--- src/rtl/irqc_pkg.sv ---
package irqc_pkg;

  typedef enum logic [1:0] {
    KIND_MASK = 2'd0,
    KIND_EDGE = 2'd1,
    KIND_LIVE = 2'd2,
    KIND_PEND = 2'd3
  } reg_kind_e;

  localparam logic [1:0] GKIND_PINCFG = 2'd0;
  localparam logic [1:0] GKIND_CHIND  = 2'd1;

  typedef enum logic [1:0] {
    PIN_OD_A   = 2'b00,
    PIN_PP_LOW = 2'b01,
    PIN_OD_B   = 2'b10,
    PIN_PP_HI  = 2'b11
  } pin_mode_e;

  localparam logic [1:0] PIN_MODE_RST = 2'b00;

endpackage

--- src/rtl/irqc_edge.sv ---
module irqc_edge #(
  parameter int N = 16
) (
  input  logic         clk,
  input  logic         rst_n,
  input  logic [N-1:0] live,
  input  logic [N-1:0] any_change,
  output logic [N-1:0] evt
);
  logic [N-1:0] prev_q;

  always_ff @(posedge clk) begin
    if (!rst_n) prev_q <= '0;
    else        prev_q <= live;
  end

  genvar i;
  generate
    for (i = 0; i < N; i++) begin : g_bit
      always_comb begin
        if (any_change[i]) evt[i] = live[i] ^ prev_q[i];
        else               evt[i] = live[i] & ~prev_q[i];
      end
    end
  endgenerate
endmodule

--- src/rtl/irqc_chan.sv ---
module irqc_chan #(
  parameter int DATA_W = 8,
  parameter int GROUPS = 2
) (
  input  logic                       clk,
  input  logic                       rst_n,
  input  logic [DATA_W*GROUPS-1:0]   live,
  input  logic [GROUPS-1:0]          wr_mask,
  input  logic [GROUPS-1:0]          wr_edge,
  input  logic [GROUPS-1:0]          clr,
  input  logic [DATA_W-1:0]          wr_data,
  output logic [DATA_W*GROUPS-1:0]   mask_q,
  output logic [DATA_W*GROUPS-1:0]   edge_q,
  output logic [DATA_W*GROUPS-1:0]   pend_q,
  output logic                       req
);
  localparam int NSRC = DATA_W * GROUPS;

  logic [NSRC-1:0] evt;

  irqc_edge #(.N(NSRC)) u_edge (
    .clk        (clk),
    .rst_n      (rst_n),
    .live       (live),
    .any_change (edge_q),
    .evt        (evt)
  );

  genvar g;
  generate
    for (g = 0; g < GROUPS; g++) begin : g_grp
      always_ff @(posedge clk) begin
        if (!rst_n) begin
          mask_q[g*DATA_W +: DATA_W] <= '1;
          edge_q[g*DATA_W +: DATA_W] <= '0;
          pend_q[g*DATA_W +: DATA_W] <= '0;
        end else begin
          if (wr_mask[g]) mask_q[g*DATA_W +: DATA_W] <= wr_data;
          if (wr_edge[g]) edge_q[g*DATA_W +: DATA_W] <= wr_data;
          pend_q[g*DATA_W +: DATA_W] <= evt[g*DATA_W +: DATA_W] |
            (pend_q[g*DATA_W +: DATA_W] & ~{DATA_W{clr[g]}});
        end
      end
    end
  endgenerate

  assign req = |(pend_q & ~mask_q);
endmodule

--- src/rtl/irqc_pin.sv ---
module irqc_pin
  import irqc_pkg::*;
(
  input  logic [1:0] mode,
  input  logic       active,
  output logic       level,
  output logic       oe
);
  always_comb begin
    unique case (pin_mode_e'(mode))
      PIN_PP_LOW: begin oe = 1'b1;   level = ~active; end
      PIN_PP_HI:  begin oe = 1'b1;   level = active;  end
      default:    begin oe = active; level = 1'b0;    end
    endcase
  end
endmodule

--- src/rtl/irq_status_ctrl.sv ---
module irq_status_ctrl
  import irqc_pkg::*;
#(
  parameter int NUM_CH = 4,
  parameter int DATA_W = 8,
  parameter int GROUPS = 2,
  localparam int CH_W   = (NUM_CH > 1) ? $clog2(NUM_CH) : 1,
  localparam int GRP_W  = (GROUPS > 1) ? $clog2(GROUPS) : 1,
  localparam int ADDR_W = CH_W + 3 + GRP_W,
  localparam int NSRC   = DATA_W * GROUPS
) (
  input  logic                     clk,
  input  logic                     rst_n,
  input  logic [NUM_CH*NSRC-1:0]   cond_live,
  input  logic                     wr_en,
  input  logic                     rd_en,
  input  logic [ADDR_W-1:0]        addr,
  input  logic [DATA_W-1:0]        wr_data,
  output logic [DATA_W-1:0]        rd_data,
  output logic                     irq_level,
  output logic                     irq_oe
);
  localparam int NALL = NUM_CH * NSRC;

  logic [GRP_W-1:0] a_grp;
  logic [1:0]       a_kind;
  logic             a_glob;
  logic [CH_W-1:0]  a_ch;

  assign a_grp  = addr[GRP_W-1:0];
  assign a_kind = addr[GRP_W +: 2];
  assign a_glob = addr[GRP_W+2];
  assign a_ch   = addr[ADDR_W-1 -: CH_W];

  logic [NALL-1:0]   mask_all, edge_all, pend_all, clr_all;
  logic [NUM_CH-1:0] chan_req;
  logic [1:0]        pin_mode;
  logic              irq_active;

  genvar c, g;
  generate
    for (c = 0; c < NUM_CH; c++) begin : g_ch
      logic [GROUPS-1:0] wr_mask_c, wr_edge_c, clr_c;
      for (g = 0; g < GROUPS; g++) begin : g_dec
        logic hit;
        assign hit = !a_glob && (a_ch == CH_W'(c)) && (a_grp == GRP_W'(g));
        assign wr_mask_c[g] = wr_en && hit && (reg_kind_e'(a_kind) == KIND_MASK);
        assign wr_edge_c[g] = wr_en && hit && (reg_kind_e'(a_kind) == KIND_EDGE);
        assign clr_c[g]     = rd_en && hit && (reg_kind_e'(a_kind) == KIND_PEND);
        assign clr_all[c*NSRC + g*DATA_W +: DATA_W] = {DATA_W{clr_c[g]}};
      end

      irqc_chan #(.DATA_W(DATA_W), .GROUPS(GROUPS)) u_chan (
        .clk     (clk),
        .rst_n   (rst_n),
        .live    (cond_live[c*NSRC +: NSRC]),
        .wr_mask (wr_mask_c),
        .wr_edge (wr_edge_c),
        .clr     (clr_c),
        .wr_data (wr_data),
        .mask_q  (mask_all[c*NSRC +: NSRC]),
        .edge_q  (edge_all[c*NSRC +: NSRC]),
        .pend_q  (pend_all[c*NSRC +: NSRC]),
        .req     (chan_req[c])
      );
    end
  endgenerate

  always_ff @(posedge clk) begin
    if (!rst_n) pin_mode <= PIN_MODE_RST;
    else if (wr_en && a_glob && a_kind == GKIND_PINCFG) pin_mode <= wr_data[1:0];
  end

  assign irq_active = |chan_req;

  irqc_pin u_pin (
    .mode   (pin_mode),
    .active (irq_active),
    .level  (irq_level),
    .oe     (irq_oe)
  );

  logic [DATA_W-1:0] rd_mux;

  always_comb begin
    rd_mux = '0;
    if (a_glob) begin
      if (a_kind == GKIND_PINCFG)      rd_mux[1:0] = pin_mode;
      else if (a_kind == GKIND_CHIND) begin
        for (int i = 0; i < NUM_CH && i < DATA_W; i++) rd_mux[i] = chan_req[i];
      end
    end else begin
      for (int ci = 0; ci < NUM_CH; ci++) begin
        for (int gi = 0; gi < GROUPS; gi++) begin
          if (a_ch == CH_W'(ci) && a_grp == GRP_W'(gi)) begin
            unique case (reg_kind_e'(a_kind))
              KIND_MASK: rd_mux = mask_all[ci*NSRC + gi*DATA_W +: DATA_W];
              KIND_EDGE: rd_mux = edge_all[ci*NSRC + gi*DATA_W +: DATA_W];
              KIND_LIVE: rd_mux = cond_live[ci*NSRC + gi*DATA_W +: DATA_W];
              default:   rd_mux = pend_all[ci*NSRC + gi*DATA_W +: DATA_W];
            endcase
          end
        end
      end
    end
  end

  always_ff @(posedge clk) begin
    if (!rst_n)     rd_data <= '0;
    else if (rd_en) rd_data <= rd_mux;
  end
endmodule

--- config.mk ---
export PLATFORM = sky130hd
export DESIGN_NAME = irq_status_ctrl
export DESIGN_NICKNAME = d
export VERILOG_FILES = /design/src/rtl/irqc_pkg.sv /design/src/rtl/irqc_edge.sv /design/src/rtl/irqc_chan.sv /design/src/rtl/irqc_pin.sv /design/src/rtl/irq_status_ctrl.sv
export SDC_FILE = /design/constraint.sdc
export NUM_CORES = 1
export LEC_CHECK = 0
export ABC_AREA = 1
export ABC_CLOCK_PERIOD_IN_PS = 4700
export CORE_MARGIN = 3
export CORE_UTILIZATION = 55
export DETAILED_ROUTE_END_ITERATION = 8
export PLACE_DENSITY = 0.77
export REMOVE_ABC_BUFFERS = 1
export SYNTH_ARGS = -nofsm -noshare
export SYNTH_HDL_FRONTEND = slang
export SYNTH_SLANG_ARGS = --single-unit
--- constraint.sdc ---
create_clock -name clk -period 4.7 [get_ports clk]
set_input_delay 1.175 -clock clk [delete_from_list [all_inputs] [get_ports clk]]
set_output_delay 1.175 -clock clk [all_outputs]
set_load 0.01 [all_outputs]
---- Word level (Yosys, flattened, before mapping) ----
Index checks and enable logic that the tools add are counted.
operators by class
  bitwise operators ....................... 226
  muxes and demuxes ....................... 87
  equal/unequal tests ..................... 8
  reduce and logical (&&, ||, !) cells .... 71
operators with widths
  operator                                                                number
  8-bit case mux with 3 select lines                                      8
  1-bit NOT                                                               66
  1-bit two-way mux                                                       65
  1-bit bitwise AND                                                       64
  16-bit bitwise AND                                                      4
  8-bit bitwise AND                                                       8
  8-bit two-way mux                                                       8
  16-bit NOT                                                              4
  8-bit NOT                                                               8
  8-bit bitwise OR                                                        8
  16-bit OR reduction                                                     4
  64-bit OR reduction                                                     1
  1-bit bitwise XOR                                                       64
  1-bit logical AND                                                       62
  4-bit two-way mux                                                       3
  2-bit equality test (second input constant)                             5
  2-bit by 1-bit equality test with 1-bit output (second input constant)  3
  2-bit logical NOT                                                       2
  2-bit two-way mux                                                       2
  1-bit case mux with 2 select lines                                      1
  2-bit OR reduction                                                      1
  1-bit logical NOT                                                       1
storage, ports and cells
  input bits .............................. 82
  register bits ........................... 266
  word-level logic and storage cells ...... 422

---- Logic depth before layout (Yosys ltp) ----
Gate-level depths: netlist of run 1.
  word-level depth ........................ 11
  depth in mapped cells ................... 13
  depth with buffers taken out ............ 12

---- Cells and area by module ----
Synthesis of run 1 repeated with hierarchy kept, for this count alone.
second synthesis, totals
  cells, all modules ...................... 2210
  area total of the unflattened synthesis .. 14133.6 um2
modules (own cells, without submodules)
  module           instances  area an instance (um2)  seq. area each (um2)  cells each
  irqc_chan        4          1722.9                  960.9                 222
  irqc_edge        4          1044.8                  320.3                 162
  irq_status_ctrl  1          3035.4                  200.2                 668
  irqc_pin         1          27.5                    0.0                   6

---- Least setup slack after synthesis of run 1 ----
No wires, ideal clock.
  kind .................................... input port to flip-flop
  start point ............................. input addr[5]
  end point ............................... register g_ch[1].u_chan.edge_q[13]
  setup slack ............................. 2318 ps
  arrival ................................. 2263 ps
  stages on the path ...................... 10
  library setup time ...................... 119 ps
  cells stage by stage .................... buf_4 > inv_1 > nand2_1 > inv_2 > nand2_2 > nor2_2 > nand3_2 > buf_2 > o21ai_1 > a21oi_1
between the ends
  cells in the longest elaborated chain, start to end .. 5
RTL lines
  what                                            line                   RTL
  start, declared                                 irq_status_ctrl.sv:17  input logic [ADDR_W-1:0] addr,
  2-bit by 1-bit equality test with 1-bit output  irq_status_ctrl.sv:46  assign hit = !a_glob && (a_ch == CH_W'(c)) && (a_grp == GRP_W'(g));
  1-bit logical AND (2 in series)                 irq_status_ctrl.sv:46
  1-bit logical AND (2 in series)                 irq_status_ctrl.sv:48  assign wr_edge_c[g] = wr_en && hit && (reg_kind_e'(a_kind) == KIND_EDGE);
  end signal, assigned by index                   irqc_chan.sv:39        if (wr_edge[g]) edge_q[g*DATA_W +: DATA_W] <= wr_data;
  end, declared                                   irqc_chan.sv:13        output logic [DATA_W*GROUPS-1:0] edge_q,
Every way passes these cells.
A chain may end at the register's enable or synchronous reset.

---- Final worst setup path of run 1 ----
  start point ............................. register g_ch[2].u_chan.mask_q[1]
  end point ............................... output irq_level
between the ends
  cells in the longest elaborated chain, start to end .. 5
RTL lines
  what                                    line                   RTL
  start, declared                         irqc_chan.sv:12        output logic [DATA_W*GROUPS-1:0] mask_q,
  start signal, assigned by index         irqc_chan.sv:38        if (wr_mask[g]) mask_q[g*DATA_W +: DATA_W] <= wr_data;
  16-bit NOT (*)                          irqc_chan.sv:47        assign req = |(pend_q & ~mask_q);
  16-bit bitwise AND (*)                  irqc_chan.sv:47
  64-bit OR reduction (*)                 irq_status_ctrl.sv:74  assign irq_active = |chan_req;
  1-bit NOT                               irqc_pin.sv:11         PIN_PP_LOW: begin oe = 1'b1; level = ~active; end
  1-bit case mux with 2 select lines (*)  irqc_pin.sv:10         unique case (pin_mode_e'(mode))
  end, declared                           irq_status_ctrl.sv:20  output logic irq_level,
Every way passes the cells marked *; elsewhere a longest branch is shown, timed or not.

==> out/summary.md, run 1 <==
In this run the critical register-to-register path is captured at rd_data[3]. The top-level I/O count came out at 92. 0 antenna diodes ended up in the layout.

The proportion of layout cells with a drive suffix above 1 works out to 0.0510. The root buffer cell chosen for the clock tree is clkbuf_16. Yosys printed 0 warnings. The maximum fanout encountered on the critical timing path was 3; the count of unresolved DRC violations after routing was 0. The number of distinct standard cells referenced by the synthesized netlist was 30; the post-synthesis instance area was 13300 um^2. The count of cells in the finished layout, fillers not included, comes to 2358. The CTS clock-pin slew for the worst setup and hold paths came out at 0.07 ns.

The global-route track usage on met3 was 0.0390; the count of maximum capacitance violations was 0. After filler insertion, the fill cell instance count of the layout stands at 2209. TritonCTS built the clock tree. At the end of routability-driven placement, the weighted congestion stood at 0.979. Measured in cells, the most critical reg-to-reg path has a length of 8.

Buffers added to address setup during post-CTS repair amount to 0. The run gives 0.562 as the starting density of the core. The relative max-transition margin was 0.184; the width of the die was 161 um.

The total die area came out at 26000 um^2. Leaving out fill and tap cells, the most frequent cell in the layout is nand2_1. At the worst endpoint, the required time is 3.52 ns. The final-report setup violation count is 0, and the total number of vias is 12900. The run gives 1 as the total number of H-tree levels. During placement, the flow inserted port buffers numbering 91.

Static timing analysis puts the maximum clock frequency at 0.267 GHz. The pin count of the biggest net entering global routing is 186. The logs give 64900 um for the global-route wire length before repair and 7.12 nW for the leakage power summed over all cells. Actual slew at the worst max-slew pin: 1.22 ns.

Setup repair after global routing left no endpoint under its margin. Prior to clock tree synthesis, the placed netlist has a worst setup slack of 0.919 ns. IR analysis of the VDD net gives a maximum drop of 0.000256 V. The launch point of the worst reg-to-reg path was g_ch[1].u_chan.edge_q[11]. For this block, the routed nets add up to 41200 um of wire. The number of antenna violations at the first check in global routing is 0, and the number of global-route vias before repair is 12200. After detailed routing, the number of vias per cell comes to 5.49.

In this run, CTS created clock tree buffers numbering 29. The tools report the kind of start point of the critical path as a flop. The endpoint class of the critical path was an output pin.

The core area came out at 23600 um^2. For the number of buffers between clock root and the deepest sink, the log shows 3. The final-report max-slew violation count is 0, and the average routed wire per standard cell is 17.5 um. From bottom edge to top edge, the die measures 161 um.

The library cells used most frequently in the layout, excluding fill and tap cells, are 576 x nand2_1, 266 x dfxtp_1, 250 x inv_1. The number of nets in the layout was 2166. The pre-antenna-repair detailed-routing pass consisted of 8 iterations.

The register area share after synthesis was 0.401. In this run, post-CTS hold repair placed 0 buffers. The synthesized design spends more area on one cell type than any other, namely dfxtp_1. The critical path class is reg -> out. The minimum setup slack in the final design came out at 0.948 ns. Share of the clock period used by the worst path after layout: 0.798.

The logs give 0 ns for the sum of negative setup slack and 1378 for the number of DRC violations after detailed-routing iteration 0. The logs give 56 for the cell row count and 3.26 ns for the slack of the worst reg-to-reg path. Counting every sink on the clock net gives 266. The met1 layer usage reported by global route was 0.410. The global routing stage identified its most utilized layer as met2. The post-cts gate resize count is 0. The hold-critical path depth came out at 2.

The worst hold path begins at g_ch[1].u_chan.pend_q[4]. The routed design could run at a clock period as short as 3.75 ns. Area fraction of the dominant cell type after synthesis: 0.401. By area the synthesized netlist is led by dfxtp_1 40%, nand2_1 16%, o21ai_0 7.2%.

Met2 capacity usage during global routing: 0.514. On the final layout, the worst clock skew is 0.0136 ns. The total global-route track usage was 0.309. The clock reaches the later pin of the worst-skew pair after 0.55 ns. Worst endpoint data arrival time: 2.58 ns. Counting flops and latches in the post-synthesis netlist gives 266. The detail route stage leaves a number of antenna-violating nets equal to 0.

Compared with the post-synthesis result, the final layout area differs by 14.2%. The run finished with clean final reports. The HPWL after detailed placement is 27300 um. The cell count after synthesis came out at 1970. The worst hold path belongs to the class reg -> reg. The destination of the worst hold path is g_ch[1].u_chan.pend_q[4]. Averaged over all synthesized cells, the footprint is 6.73 um^2. For this design the ratio of total power to cell area is 339 nW/um^2.

The number of hold-slack violations in the final timing report came out at 0. Power comes to 5.14 mW. The total placed cells including tap cells came out at 2308. For the leftover overflow at the end of global routing, the log shows 0.
[metrics by stage]
| stage | cell area, um^2 | util | hold WS (ns) |
|---|---|---|---|
| floorplan | 12900 | - | 0.441 |
| global placement | 14300 | 0.605 | 0.450 |
| detailed placement | 14300 | 0.605 | 0.455 |
| CTS | 15200 | 0.642 | 0.462 |
| global route | 15200 | 0.642 | 0.482 |
| finish | 15200 | 0.642 | 0.462 |
[Yosys cell counts (all sizes together)]
library cell	number
inv	263
clkbuf	45
clkinv	2
o21ai	194
nand3	104
o31ai	1
o22ai	12
or2	3
nand4	13
a21oi	155
dfxtp	266
a21boi	1
ha	64
nor2	188
nor3	4
o211ai	32
nand2	584
and2	1
buf	38
[metal layers]
| layer | vias up | share of wire |
|---|---|---|
| met1 | 5914 | 0.42 |
| li1 | 6357 | - |
| met3 | 107 | 0.080 |
| met2 | 565 | 0.46 |
| met4 | 0 | 0.040 |
| met5 | - | 0 |
[flip-flops by register name (all words and copies together), names as in the netlist]
| signal | cells |
|---|---|
| g_ch.u_chan.pend_q | 64 |
| g_ch.u_chan.mask_q | 64 |
| rd_data | 8 |
| g_ch.u_chan.u_edge.prev_q | 64 |
| g_ch.u_chan.edge_q | 64 |
| pin_mode | 2 |
[worst max-delay path, cell delays in order, from the launching register on]
cell and delay, ns:
dfxtp_1 0.33, inv_1 0.06, nand2_1 0.07, o21ai_0 0.08, nor2_1 0.14, nand2_1 0.10, nor2_1 0.26, and2_1 0.22
nand3_1 0.08, nand2_1 0.14, clkdlybuf4s50_1 0.55
[cell type report]
cell class | count | area [um^2] | share of cell area
Clock buffer | 42 | 835 | 0.0551
Clock inverter | 8 | 43.8 | 0.00289
Inverter | 265 | 996 | 0.0657
Multi-Input combinational cell | 1356 | 6570 | 0.433
Sequential cell | 266 | 5330 | 0.351
Tap cell | 319 | 399 | 0.0263
Timing Repair Buffer | 102 | 993 | 0.0655
[power breakdown]
| part | leakage, nW | total [mW] | internal (mW) | switching (mW) |
|---|---|---|---|---|
| Sequential | 2.18 | 2.39 | 2.34 | 0.0508 |
| Clock | 0.440 | 2.15 | 1.22 | 0.931 |
| Combinational | 4.49 | 0.598 | 0.214 | 0.384 |
[cell families after synthesis]
| group | after synthesis | share of synthesized area |
|---|---|---|
| DFF | 266 | 0.401 |
| AOI/OAI and AO/OA | 395 | 0.157 |
| buffers and inverters | 348 | 0.104 |
| and+or+nand+nor | 897 | 0.278 |
| adders and majority gates | 64 | 0.0604 |
[how the worst max path moves through the flow]
stage,start,end,cells after the start
floorplan,addr[2],g_ch[3].u_chan.mask_q[4],5
global placement,addr[1],rd_data[3],10
detailed placement,addr[1],rd_data[3],10
CTS,g_ch[0].u_chan.mask_q[5],irq_level,9
global route,g_ch[0].u_chan.mask_q[2],irq_level,9
finish,g_ch[2].u_chan.mask_q[1],irq_level,10
Power figures use the tool's default switching activity.
==> run 2: changes to the inputs <==
--- a/config.mk
+++ b/config.mk
@@ -6,11 +6,11 @@
 export NUM_CORES = 1
 export LEC_CHECK = 0
 export ABC_AREA = 1
-export ABC_CLOCK_PERIOD_IN_PS = 4700
+export ABC_CLOCK_PERIOD_IN_PS = 3400
 export CORE_MARGIN = 3
-export CORE_UTILIZATION = 55
+export CORE_UTILIZATION = 54
 export DETAILED_ROUTE_END_ITERATION = 8
-export PLACE_DENSITY = 0.77
+export PLACE_DENSITY = 0.79
 export REMOVE_ABC_BUFFERS = 1
 export SYNTH_ARGS = -nofsm -noshare
 export SYNTH_HDL_FRONTEND = slang
==> constraint.sdc (replaced) <==
create_clock -name clk -period 3.4 [get_ports clk]
set_input_delay 0.85 -clock clk [delete_from_list [all_inputs] [get_ports clk]]
set_output_delay 0.85 -clock clk [all_outputs]
set_load 0.01 [all_outputs]
==> run 2 against run 1 <==
Net effect:
- clock skew up 0.0070 ns
- sequential share of layout area down 0.76 points
- critical path type unchanged
- clock power up 46%
- largest power group unchanged
- final area up 2.2%
- cell count up 1.2%
- routed wire length up 0.79%
- register-to-register slack worse by 1.2 ns
- power up 42%
- via count up 1.6%
- sequential power up 38%
- first-iteration DRC count down 4.6%
==> out/summary.md, run 2 (synthesis results as in run 1) <==
The top-level I/O count was 92; the post-route antenna net violation count was 0. Row generation in the floorplan step produced 56 rows. The combinational power share was 0.118.

TritonCTS built the clock tree. The proportion of layout cells with a drive suffix above 1 came out at 0.0668. Setup repair after global routing left no endpoint under its margin. IR analysis of the VDD net gives a maximum drop of 0.000373 V.

Endpoint class of the critical path: an output pin. For hold timing, the worst endpoint is g_ch[2].u_chan.pend_q[7]. The number of buffers between clock root and the deepest sink was 3. The logs give 0.306 for the total global-route track usage and 0.410 ns for the worst setup slack after placement.

Before antenna repair, the detailed router went through 7 iterations. The run finished with clean final reports. After detailed routing, the number of vias per cell comes to 5.51.

The number of cells on the worst reg-to-reg path is 8. The logs give 0 for the leftover overflow at the end of global routing and 0 for the number of antenna violations at the first check in global routing. Detailed placement finished with a half-perimeter wire length of 28100 um. The analysis attributes to cell leakage a power of 7.31 nW. After clock tree synthesis, the clock-pin slew on the worst setup and hold paths is 0.06 ns.

The share of the clock period used by the worst path after layout works out to 0.946. For the count of unresolved DRC violations after routing, the log shows 0. The tree is rooted in a clkbuf_16. The average routed wire per standard cell came out at 17.4 um. The clock skew came out at 0.0206 ns. Relative max-transition margin: 0.281. For the total non-filler cell area in the finished layout, the log shows 15500 um^2. The tools report the minimum setup slack in the final design as 0.184 ns. The overall die height was 163 um.

The logs give 0 for the final-report max-slew violation count and 2.02 ns for the slack of the worst reg-to-reg path. Along the worst path, the maximum fanout reaches 3. Peak clock frequency supported by timing: 0.311 GHz.

For this block, the routed nets add up to 41500 um of wire. The worst hold path passes through 2 cells. The clock network fraction of design power was 0.429; the total power divided by cell area was 471 nW/um^2. Core area: 23800 um^2. The critical path is of the reg -> out type.

The switching power as a share of total power came out at 0.259. STA classifies the critical path startpoint as a flop. Setup total negative slack on the finished layout was measured at 0 ns. In this run the power spent charging and discharging nets is 1.89 mW. Entering global routing, the biggest net connects 186 pins. The sequential power share was 0.453; the number of nets in the layout was 2196. The clock reaches the later pin of the worst-skew pair after 0.56 ns.

The layout overhead on the synthesized area is 16.8%, and the number of clock buffers inserted by TritonCTS is 29. Summing all placed instances gives a cell area of 14500 um^2. The run gives 0 as the number of hold-slack violations in the final timing report.

The library cells used most frequently in the layout, excluding fill and tap cells, are 576 x nand2_1, 266 x dfxtp_1, 250 x inv_1. At the pin with the least slew margin, the transition time is 1.07 ns. The die covers 26500 um^2.

The tightest min-delay check is of the reg -> reg type. The final critical-path required period came out at 3.22 ns. During placement, the flow inserted port buffers numbering 91. The hold path startpoint is g_ch[2].u_chan.pend_q[7]. For the endpoint required time on the critical path, the log shows 2.55 ns.

The run gives 12200 as the number of global-route vias before repair. The final route contains 13200 vias. The startpoint identified for the worst register-to-register timing path is g_ch[1].u_chan.edge_q[10]. The leading cell type in the layout, fill and taps excluded was nand2_1.

The number of DRC violations after detailed-routing iteration 0 is 1315, and the count of maximum capacitance violations is 0. The tools report the number of diodes added for antenna fixing as 0. The tree built by TritonCTS fans out to 266 sinks. The first global-routing pass estimated 64700 um of wire.

Setup violations remaining at the end of the flow were counted as 0. The run gives 1 as the total number of H-tree levels. The die is 163 um wide. At the worst endpoint, the arrival time is 2.37 ns. The internal power of the cells totals 5.41 mW.

The run gives 0.968 as the weighted congestion at the end of routability-driven global placement. The worst register-to-register path ends at rd_data[2]. The starting density of the core came out at 0.557.
[run 2: worst max path at each step]
stage	startpoint	endpoint	slack (ns)	depth (start not counted)
finish	g_ch[1].u_chan.mask_q[3]	irq_oe	0.18	9
global route	g_ch[1].u_chan.mask_q[3]	irq_oe	0.05	9
CTS	g_ch[0].u_chan.mask_q[5]	irq_level	0.01	9
detailed placement	addr[5]	g_ch[0].u_chan.mask_q[6]	0.41	9
global placement	addr[5]	g_ch[1].u_chan.edge_q[12]	0.49	9
floorplan	addr[2]	g_ch[3].u_chan.mask_q[4]	0.56	5
[run 2: routing by layer]
layer  track usage  part of all wire  up-vias  wire, um
li1              -                 -     6416         -
met1         0.408              0.41     6023     17200
met2         0.503              0.46      596     19000
met3        0.0359             0.082      120      3420
met4         0.130             0.047        0      1950
met5             0                 0        -         0
[run 2: per-stage QoR]
| step | std cells | utilization | hold slack (ns) | power (mW) |
|---|---|---|---|---|
| final | 2386 | 0.650 | 0.461 | 7.30 |
| after floorplan | 1887 | - | 0.441 | 3.76 |
| after global routing | 2386 | 0.650 | 0.478 | 7.56 |
| after CTS | 2386 | 0.650 | 0.463 | 7.30 |
| after detailed placement | 2338 | 0.610 | 0.454 | 4.21 |
| after global placement | 2338 | 0.610 | 0.449 | 4.19 |
[run 2: power groups by stage]
stage,sequential [mW],combinational (mW),clock (mW)
final,3.31,0.861,3.13
after global routing,3.32,0.951,3.29
after CTS,3.31,0.846,3.15
after detailed placement,3.37,0.840,0
after global placement,3.37,0.816,0
after floorplan,3.35,0.408,0
[run 2: final cells by class]
cell class / count / area (um^2)
inverters: 265 / 995
fillers: 2164 / 8330
well taps: 319 / 399
clock buffers: 40 / 837
multi-input cells: 1356 / 6580
flip-flops and latches: 266 / 5330
repair buffers: 132 / 1260
clock inverters: 8 / 103
[run 2: worst max-delay path: stages (launching register included)]
cell             delay [ns]
dfxtp_1                0.33
inv_1                  0.05
nand2_1                0.05
o21ai_0                0.07
nor2_1                 0.19
nand2_1                0.12
nor2_2                 0.15
and2_1                 0.18
nand3_1                0.14
clkdlybuf4s50_1        0.52
[run 2: timing repair]
item	4_1_cts	5_1_grt
hold buffers	0	0
buffers inserted	0	0
gates resized for setup	0	4
setup endpoints to repair	0	1
